$ cat src/rtl/usb_lp_pkg.sv
package usb_lp_pkg;

  typedef enum logic [2:0] {
    ST_ON,
    ST_SUS_WAIT,
    ST_SUS_PWD,
    ST_SUS_GATE,
    ST_OFF,
    ST_RES_WAIT,
    ST_RES_UNGATE,
    ST_RES_PWR
  } lp_state_e;

  typedef enum logic [1:0] {
    SPD_LS = 2'b00,
    SPD_FS = 2'b01,
    SPD_HS = 2'b10
  } usb_speed_e;

  function automatic logic is_low_speed(logic dp, logic dm);
    return dm & ~dp;
  endfunction

endpackage

$ cat src/rtl/usb_lp_timer.sv
module usb_lp_timer #(
  parameter int TICKS = 12
) (
  input  logic clk_i,
  input  logic rst_ni,
  input  logic clr_i,
  input  logic en_i,
  input  logic tick_i,
  output logic expired_o
);
  localparam int CNT_W = (TICKS > 1) ? $clog2(TICKS) : 1;
  localparam logic [CNT_W-1:0] LAST = CNT_W'(TICKS - 1);

  logic [CNT_W-1:0] cnt_q;

  assign expired_o = en_i && tick_i && (cnt_q == LAST);

  always_ff @(posedge clk_i or negedge rst_ni) begin
    if (!rst_ni)              cnt_q <= '0;
    else if (clr_i)           cnt_q <= '0;
    else if (en_i && tick_i)  cnt_q <= (cnt_q == LAST) ? '0 : cnt_q + 1'b1;
  end

  AST_CNT_RANGE: assert property (@(posedge clk_i) disable iff (!rst_ni)
    cnt_q <= LAST);

endmodule

$ cat src/rtl/usb_lp_fsm.sv
module usb_lp_fsm
  import usb_lp_pkg::*;
#(
  parameter int PWD_W    = 32,
  parameter int KEEP_BIT = 22
) (
  input  logic             clk_i,
  input  logic             rst_ni,
  input  logic             suspend_req_i,
  input  logic             resume_req_i,
  input  logic             ls_vbus_i,
  input  logic             wait_done_i,
  output logic             tmr_clr_o,
  output logic             tmr_en_o,
  output logic [PWD_W-1:0] pwd_o,
  output logic             clk_gate_o,
  output logic             busy_o,
  output logic             done_o
);
  localparam logic [PWD_W-1:0] KEEP_MASK = ~(PWD_W'(1) << KEEP_BIT);

  lp_state_e        state_q, state_d;
  logic [PWD_W-1:0] pwd_q;
  logic             gate_q, done_q, partial_q;

  always_comb begin
    state_d   = state_q;
    tmr_clr_o = 1'b0;
    unique case (state_q)
      ST_ON: if (suspend_req_i) begin
        tmr_clr_o = 1'b1;
        state_d   = ls_vbus_i ? ST_SUS_WAIT : ST_SUS_PWD;
      end
      ST_SUS_WAIT:   if (wait_done_i) state_d = ST_SUS_PWD;
      ST_SUS_PWD:    state_d = ST_SUS_GATE;
      ST_SUS_GATE:   state_d = ST_OFF;
      ST_OFF: if (resume_req_i) begin
        tmr_clr_o = 1'b1;
        state_d   = ST_RES_WAIT;
      end
      ST_RES_WAIT:   if (wait_done_i) state_d = ST_RES_UNGATE;
      ST_RES_UNGATE: state_d = ST_RES_PWR;
      ST_RES_PWR:    state_d = ST_ON;
      default:       state_d = ST_ON;
    endcase
  end

  always_ff @(posedge clk_i or negedge rst_ni) begin
    if (!rst_ni) begin
      state_q   <= ST_ON;
      pwd_q     <= '0;
      gate_q    <= 1'b0;
      done_q    <= 1'b0;
      partial_q <= 1'b0;
    end else begin
      state_q <= state_d;
      done_q  <= 1'b0;
      if (state_q == ST_ON && suspend_req_i) partial_q <= ls_vbus_i;
      case (state_q)
        ST_SUS_PWD:    pwd_q  <= partial_q ? KEEP_MASK : '1;
        ST_SUS_GATE: begin
          gate_q <= 1'b1;
          done_q <= 1'b1;
        end
        ST_RES_UNGATE: gate_q <= 1'b0;
        ST_RES_PWR: begin
          pwd_q  <= '0;
          done_q <= 1'b1;
        end
        default: ;
      endcase
    end
  end

  assign tmr_en_o   = (state_q == ST_SUS_WAIT) || (state_q == ST_RES_WAIT);
  assign busy_o     = (state_q != ST_ON) && (state_q != ST_OFF);
  assign pwd_o      = pwd_q;
  assign clk_gate_o = gate_q;
  assign done_o     = done_q;

  AST_GATE_AFTER_PWD: assert property (@(posedge clk_i) disable iff (!rst_ni)
    $rose(gate_q) |-> ($past(pwd_q) != '0));
  AST_PWRUP_AFTER_UNGATE: assert property (@(posedge clk_i) disable iff (!rst_ni)
    (($past(pwd_q) != '0) && (pwd_q == '0)) |-> !$past(gate_q));
  AST_PWD_LEGAL: assert property (@(posedge clk_i) disable iff (!rst_ni)
    (pwd_q == '0) || (pwd_q == '1) || (pwd_q == KEEP_MASK));
  AST_DONE_PULSE: assert property (@(posedge clk_i) disable iff (!rst_ni)
    done_q |=> !done_q);

endmodule

$ cat src/rtl/usb_lp_disc.sv
module usb_lp_disc
  import usb_lp_pkg::*;
(
  input  logic       clk_i,
  input  logic       rst_ni,
  input  logic       connect_i,
  input  logic       disconnect_i,
  input  logic [1:0] speed_i,
  output logic       en_o
);
  logic en_q;
  logic hs_conn;

  assign hs_conn = connect_i && (usb_speed_e'(speed_i) == SPD_HS);

  always_ff @(posedge clk_i or negedge rst_ni) begin
    if (!rst_ni)                   en_q <= 1'b0;
    else if (disconnect_i && en_q) en_q <= 1'b0;
    else if (hs_conn && !disconnect_i) en_q <= 1'b1;
  end

  assign en_o = en_q;

  AST_SET_ONLY_HS: assert property (@(posedge clk_i) disable iff (!rst_ni)
    $rose(en_q) |-> $past(hs_conn));
  AST_DISC_CLEARS: assert property (@(posedge clk_i) disable iff (!rst_ni)
    disconnect_i |=> !en_q);

endmodule

$ cat src/rtl/usb_lp_seq.sv
module usb_lp_seq
  import usb_lp_pkg::*;
#(
  parameter int PWD_W        = 32,
  parameter int KEEP_BIT     = 22,
  parameter int SWITCH_TICKS = 12
) (
  input  logic             clk_i,
  input  logic             rst_ni,
  input  logic             suspend_req_i,
  input  logic             resume_req_i,
  input  logic             dp_fs_i,
  input  logic             dm_fs_i,
  input  logic             vbus_valid_i,
  input  logic             connect_i,
  input  logic             disconnect_i,
  input  logic [1:0]       speed_i,
  input  logic             slow_tick_i,
  output logic [PWD_W-1:0] pwd_o,
  output logic             clk_gate_o,
  output logic             disc_det_en_o,
  output logic             busy_o,
  output logic             done_o
);
  logic ls_vbus, tmr_clr, tmr_en, tmr_exp;

  assign ls_vbus = is_low_speed(dp_fs_i, dm_fs_i) && vbus_valid_i;

  usb_lp_timer #(.TICKS(SWITCH_TICKS)) u_timer (
    .clk_i     (clk_i),
    .rst_ni    (rst_ni),
    .clr_i     (tmr_clr),
    .en_i      (tmr_en),
    .tick_i    (slow_tick_i),
    .expired_o (tmr_exp)
  );

  usb_lp_fsm #(.PWD_W(PWD_W), .KEEP_BIT(KEEP_BIT)) u_fsm (
    .clk_i         (clk_i),
    .rst_ni        (rst_ni),
    .suspend_req_i (suspend_req_i),
    .resume_req_i  (resume_req_i),
    .ls_vbus_i     (ls_vbus),
    .wait_done_i   (tmr_exp),
    .tmr_clr_o     (tmr_clr),
    .tmr_en_o      (tmr_en),
    .pwd_o         (pwd_o),
    .clk_gate_o    (clk_gate_o),
    .busy_o        (busy_o),
    .done_o        (done_o)
  );

  usb_lp_disc u_disc (
    .clk_i        (clk_i),
    .rst_ni       (rst_ni),
    .connect_i    (connect_i),
    .disconnect_i (disconnect_i),
    .speed_i      (speed_i),
    .en_o         (disc_det_en_o)
  );

  AST_BUSY_NO_DONE: assert property (@(posedge clk_i) disable iff (!rst_ni)
    done_o |-> !busy_o);

endmodule

$ cat config.mk
export PLATFORM = sky130hd
export DESIGN_NAME = usb_lp_seq
export DESIGN_NICKNAME = d
export VERILOG_FILES = /design/src/rtl/usb_lp_pkg.sv /design/src/rtl/usb_lp_timer.sv /design/src/rtl/usb_lp_fsm.sv /design/src/rtl/usb_lp_disc.sv /design/src/rtl/usb_lp_seq.sv
export SDC_FILE = /design/constraint.sdc
export NUM_CORES = 1
export LEC_CHECK = 0
export BUFFER_PORTS_ARGS = -buffer_cell sky130_fd_sc_hd__buf_2
export CAP_MARGIN = 20
export CORE_MARGIN = 4
export CORE_UTILIZATION = 43
export DETAILED_ROUTE_END_ITERATION = 10
export GPL_TIMING_DRIVEN = 1
export PLACE_DENSITY = 0.78
export SLEW_MARGIN = 30
export SYNTH_ARGS = -nofsm -noshare
export SYNTH_HDL_FRONTEND = slang
export SYNTH_SLANG_ARGS = --single-unit
$ cat constraint.sdc
create_clock -name clk_i -period 2 [get_ports clk_i]
set_input_delay 0.2 -clock clk_i [delete_from_list [all_inputs] [get_ports clk_i]]
set_output_delay 0.2 -clock clk_i [all_outputs]
set_load 0.02 [all_outputs]
==> results.tsv <==
stage	metric	value	unit
yosys	#FFs+latches synth	13	
power	Comb power frac	56.8	%
timing	Period minus WS final	1.54	ns
die	Top Ports	48	
timing	normalized max-slew margin	57.0	%
clock_network	worst-skew pair later-pin latency	0.27	ns
global_route	initial antenna violation count	0	
yosys	largest family of logic cells by synthesized area	buffers and inverters	
flow_run	Max-cap violations	0	
clock_network	TritonCTS Sinks	13	
clock_network	post-CTS sizing	0	
critical_path	critical path class	reg -> reg	
timing	Achievable Freq	0.650	GHz
worst_hold_path	hold crit path type	in -> reg	
clock_network	H-tree levels	1	
global_route	first-pass GRT wire length	2.22	mm
route	drt drc	0	
critical_path	CP Data Required Time	2.16	ns
power	Internal Power	0.783	mW
global_route	largest net degree at the start of global routing	34	
yosys	syn avg cell area	9.26	sq um
yosys	Synth Area in Compound Gates	12.9	%
timing	Setup violations, final	0	
yosys	Synth Area in Adders	1.44	%
route	Via Count	687	
power	power per cell area	1690	nW/um^2
layout	layout cells sized above 1	46.1	%
critical_path	Worst Setup End Kind	register	
critical_path	gate family responsible for the most delay along the worst path	simple AND/OR/NAND/NOR gates	
critical_path	Worst setup SP type	register	
route	Post-DRT Antenna Nets	0	
run_status	outcome	finished, final reports clean	
yosys	dominant cell type by area after synthesis	dfrtp_1	
global_route	All-Layer GR Usage	10.8	%
critical_path	Critical Path, Cell by Cell	or2_2 -> nor3b_1 -> mux2_2	
layout	Nets	129	
timing	RSZ-0062 raised after global routing	no	
yosys	share of the synthesized area in the top cell type	37.4	%
yosys	count leader, synth	buf_4	
yosys	Post-synth EDFFs	0	
yosys	Post-Syn Area	871	sq um
yosys	Synth Area in XOR/XNOR	1.01	%
yosys	Post-Synth Simple-Gate Area	14.4	%
power	Clock Power Share	10.1	%
yosys	Ys Warns	0	
yosys	number of distinct library cells after synthesis	28	
critical_path	crit-path max FO	9	
timing	Setup TNS Final	0	ns
global_route	final global-route overflow total	0	
die	Total Die Area	2810	sq um
die	Initial Util	44.8	%
timing	Final Skew	0.000828	ns
yosys	register area share after synthesis	37.4	%
timing	Final Hold Fails	0	
yosys	top post-synthesis cells by area	dfrtp_1, buf_4, inv_1	
clock_network	CTS buffer count	3	
timing	Worst-Margin Slew	0.645	ns
die	chip width	53	um
global_route	vias in the first global route	566	
yosys	Synth async-reset ratio	100	%
timing	Final Max Tran Viols	0	
layout	Antenna Cells	0	
power	P_sw	0.816	mW
yosys	synth cell count leaders	buf_4, dfrtp_1, inv_1	
placement	post-DP HPWL	1.18	mm
route	First-pass DRT Iterations	6	
yosys	ys flop type	dfrtp_1	
placement	Placer Congestion	0.773	
die	number of core rows	16	
die	Die Y	53	um
clock_network	CTS tree	built	
yosys	synthesized net count	107	
clock_network	Setup Buffers After CTS	0	
critical_path	Crit-path slowest cell	dfrtp_1	
yosys	multiplexer share of the synthesized area	3.59	%
critical_path	CP arrival	1.70	ns
timing	Tcrit/Tclk final	76.9	%
clock_network	CTS Hold Buffers Added	1	
critical_path	largest stage delay on the critical path	0.48	ns
yosys	cell count after synthesis	94	
clock_network	clock slew at reported path FFs	0.08	ns
route	DR WL/cell	11.0	um
power	Switching Share	51.0	%
timing	worst hold margin	0.0644	ns
route	vias per cell	4.84	
layout	Area Overhead vs Synth	8.76	%
placement	IO buf count	47	
power	Peak supply drop	0.000899	V
power	Leak	0.475	nW
clock_network	Root Buffer	clkbuf_4	
clock_network	Max Root-Sink Buffers	2	
route	drt first-iter violations	6	
critical_path	Buf/Inv on CP	0	
route	wirelength, routed	1.56	mm
power	Sequential Power Share	33.1	%
die	core area	1940	sq um
==> worst register-to-register path, delay by kind of cell, from the launching register on <==
kind             cells  cell delay [ns]
DFF                  1             0.48
muxes                1             0.35
and+or+nand+nor      2             0.60
==> path summary, 6_finish.rpt <==
check,startpoint,endpoint,slack (ns),cells past startpoint
min in group asynchronous,rst_ni,u_fsm.partial_q,0.32,2
worst max-delay path,u_fsm.state_q[0],u_fsm.partial_q,0.46,3
worst min register to register,u_disc.en_o,u_disc.en_o,0.50,2
worst max register to register,u_fsm.state_q[0],u_fsm.partial_q,0.46,3
worst min-delay path,disconnect_i,u_disc.en_o,0.06,2
max in group asynchronous,rst_ni,u_timer.cnt_q[0],1.46,2
==> power groups by stage <==
stage | Sequential (mW) | Clock [mW] | Combinational (mW)
2_1_floorplan | 0.555 | 0 | 0.858
3_3_place_gp | 0.522 | 0 | 0.901
3_5_place_dp | 0.534 | 0 | 0.912
4_1_cts | 0.529 | 0.171 | 0.918
5_1_grt | 0.552 | 0.181 | 0.990
6_report | 0.530 | 0.161 | 0.909
==> stage by stage <==
stage	power (mW)	area [sq um]	util, %	instances	setup WS (ns)
2_1_floorplan	1.41	871	-	94	0.481
3_3_place_gp	1.42	911	46.9	137	0.506
3_5_place_dp	1.45	911	46.9	137	0.465
4_1_cts	1.62	947	48.8	142	0.435
5_1_grt	1.72	947	48.8	142	0.358
6_report	1.60	947	48.8	142	0.461
==> logic make-up (layout without fill, tap and decap cells) <==
kind of cell	after synthesis	count (layout)
simple gates	20	20
buf+inv	38	59
fa+ha+maj	1	1
flops	13	13
mux	3	3
compound gates	18	18
xor+xnor	1	1
==> routing by layer <==
| metal | track usage [%] | wire (um) |
|---|---|---|
| met3 | 2.82 | 288 |
| met1 | 12.5 | 626 |
| met5 | 0 | 0 |
| met4 | 5.53 | 23 |
| met2 | 18.2 | 619 |
==> layout by cell type (no fill, tap or decap), types with 2 or more instances in the layout <==
cell type  count
dfrtp_1       13
mux2i_1        2
or4_1          2
nor2_1         6
clkbuf_4       3
o21ai_0        5
buf_2         47
a31oi_1        2
nor3b_1        2
nand2_1        3
a21oi_1        5
inv_1          7
==> flip-flops by register name, indices dropped and copies added (netlist names) <==
signal            cells
u_timer.cnt_q         4
u_fsm.state_q         3
u_fsm.pwd_o           2
u_disc.en_o           1
u_fsm.clk_gate_o      1
u_fsm.done_o          1
u_fsm.partial_q       1
==> area by class of cell <==
cell class	count	area, sq um
sequential	13	325
tap	27	33.8
fill	182	995
inverter	7	26.3
timing repair buffer	48	245
multi-input combinational	43	290
clock buffer	4	26.3
(Power assumes the default switching activity.)
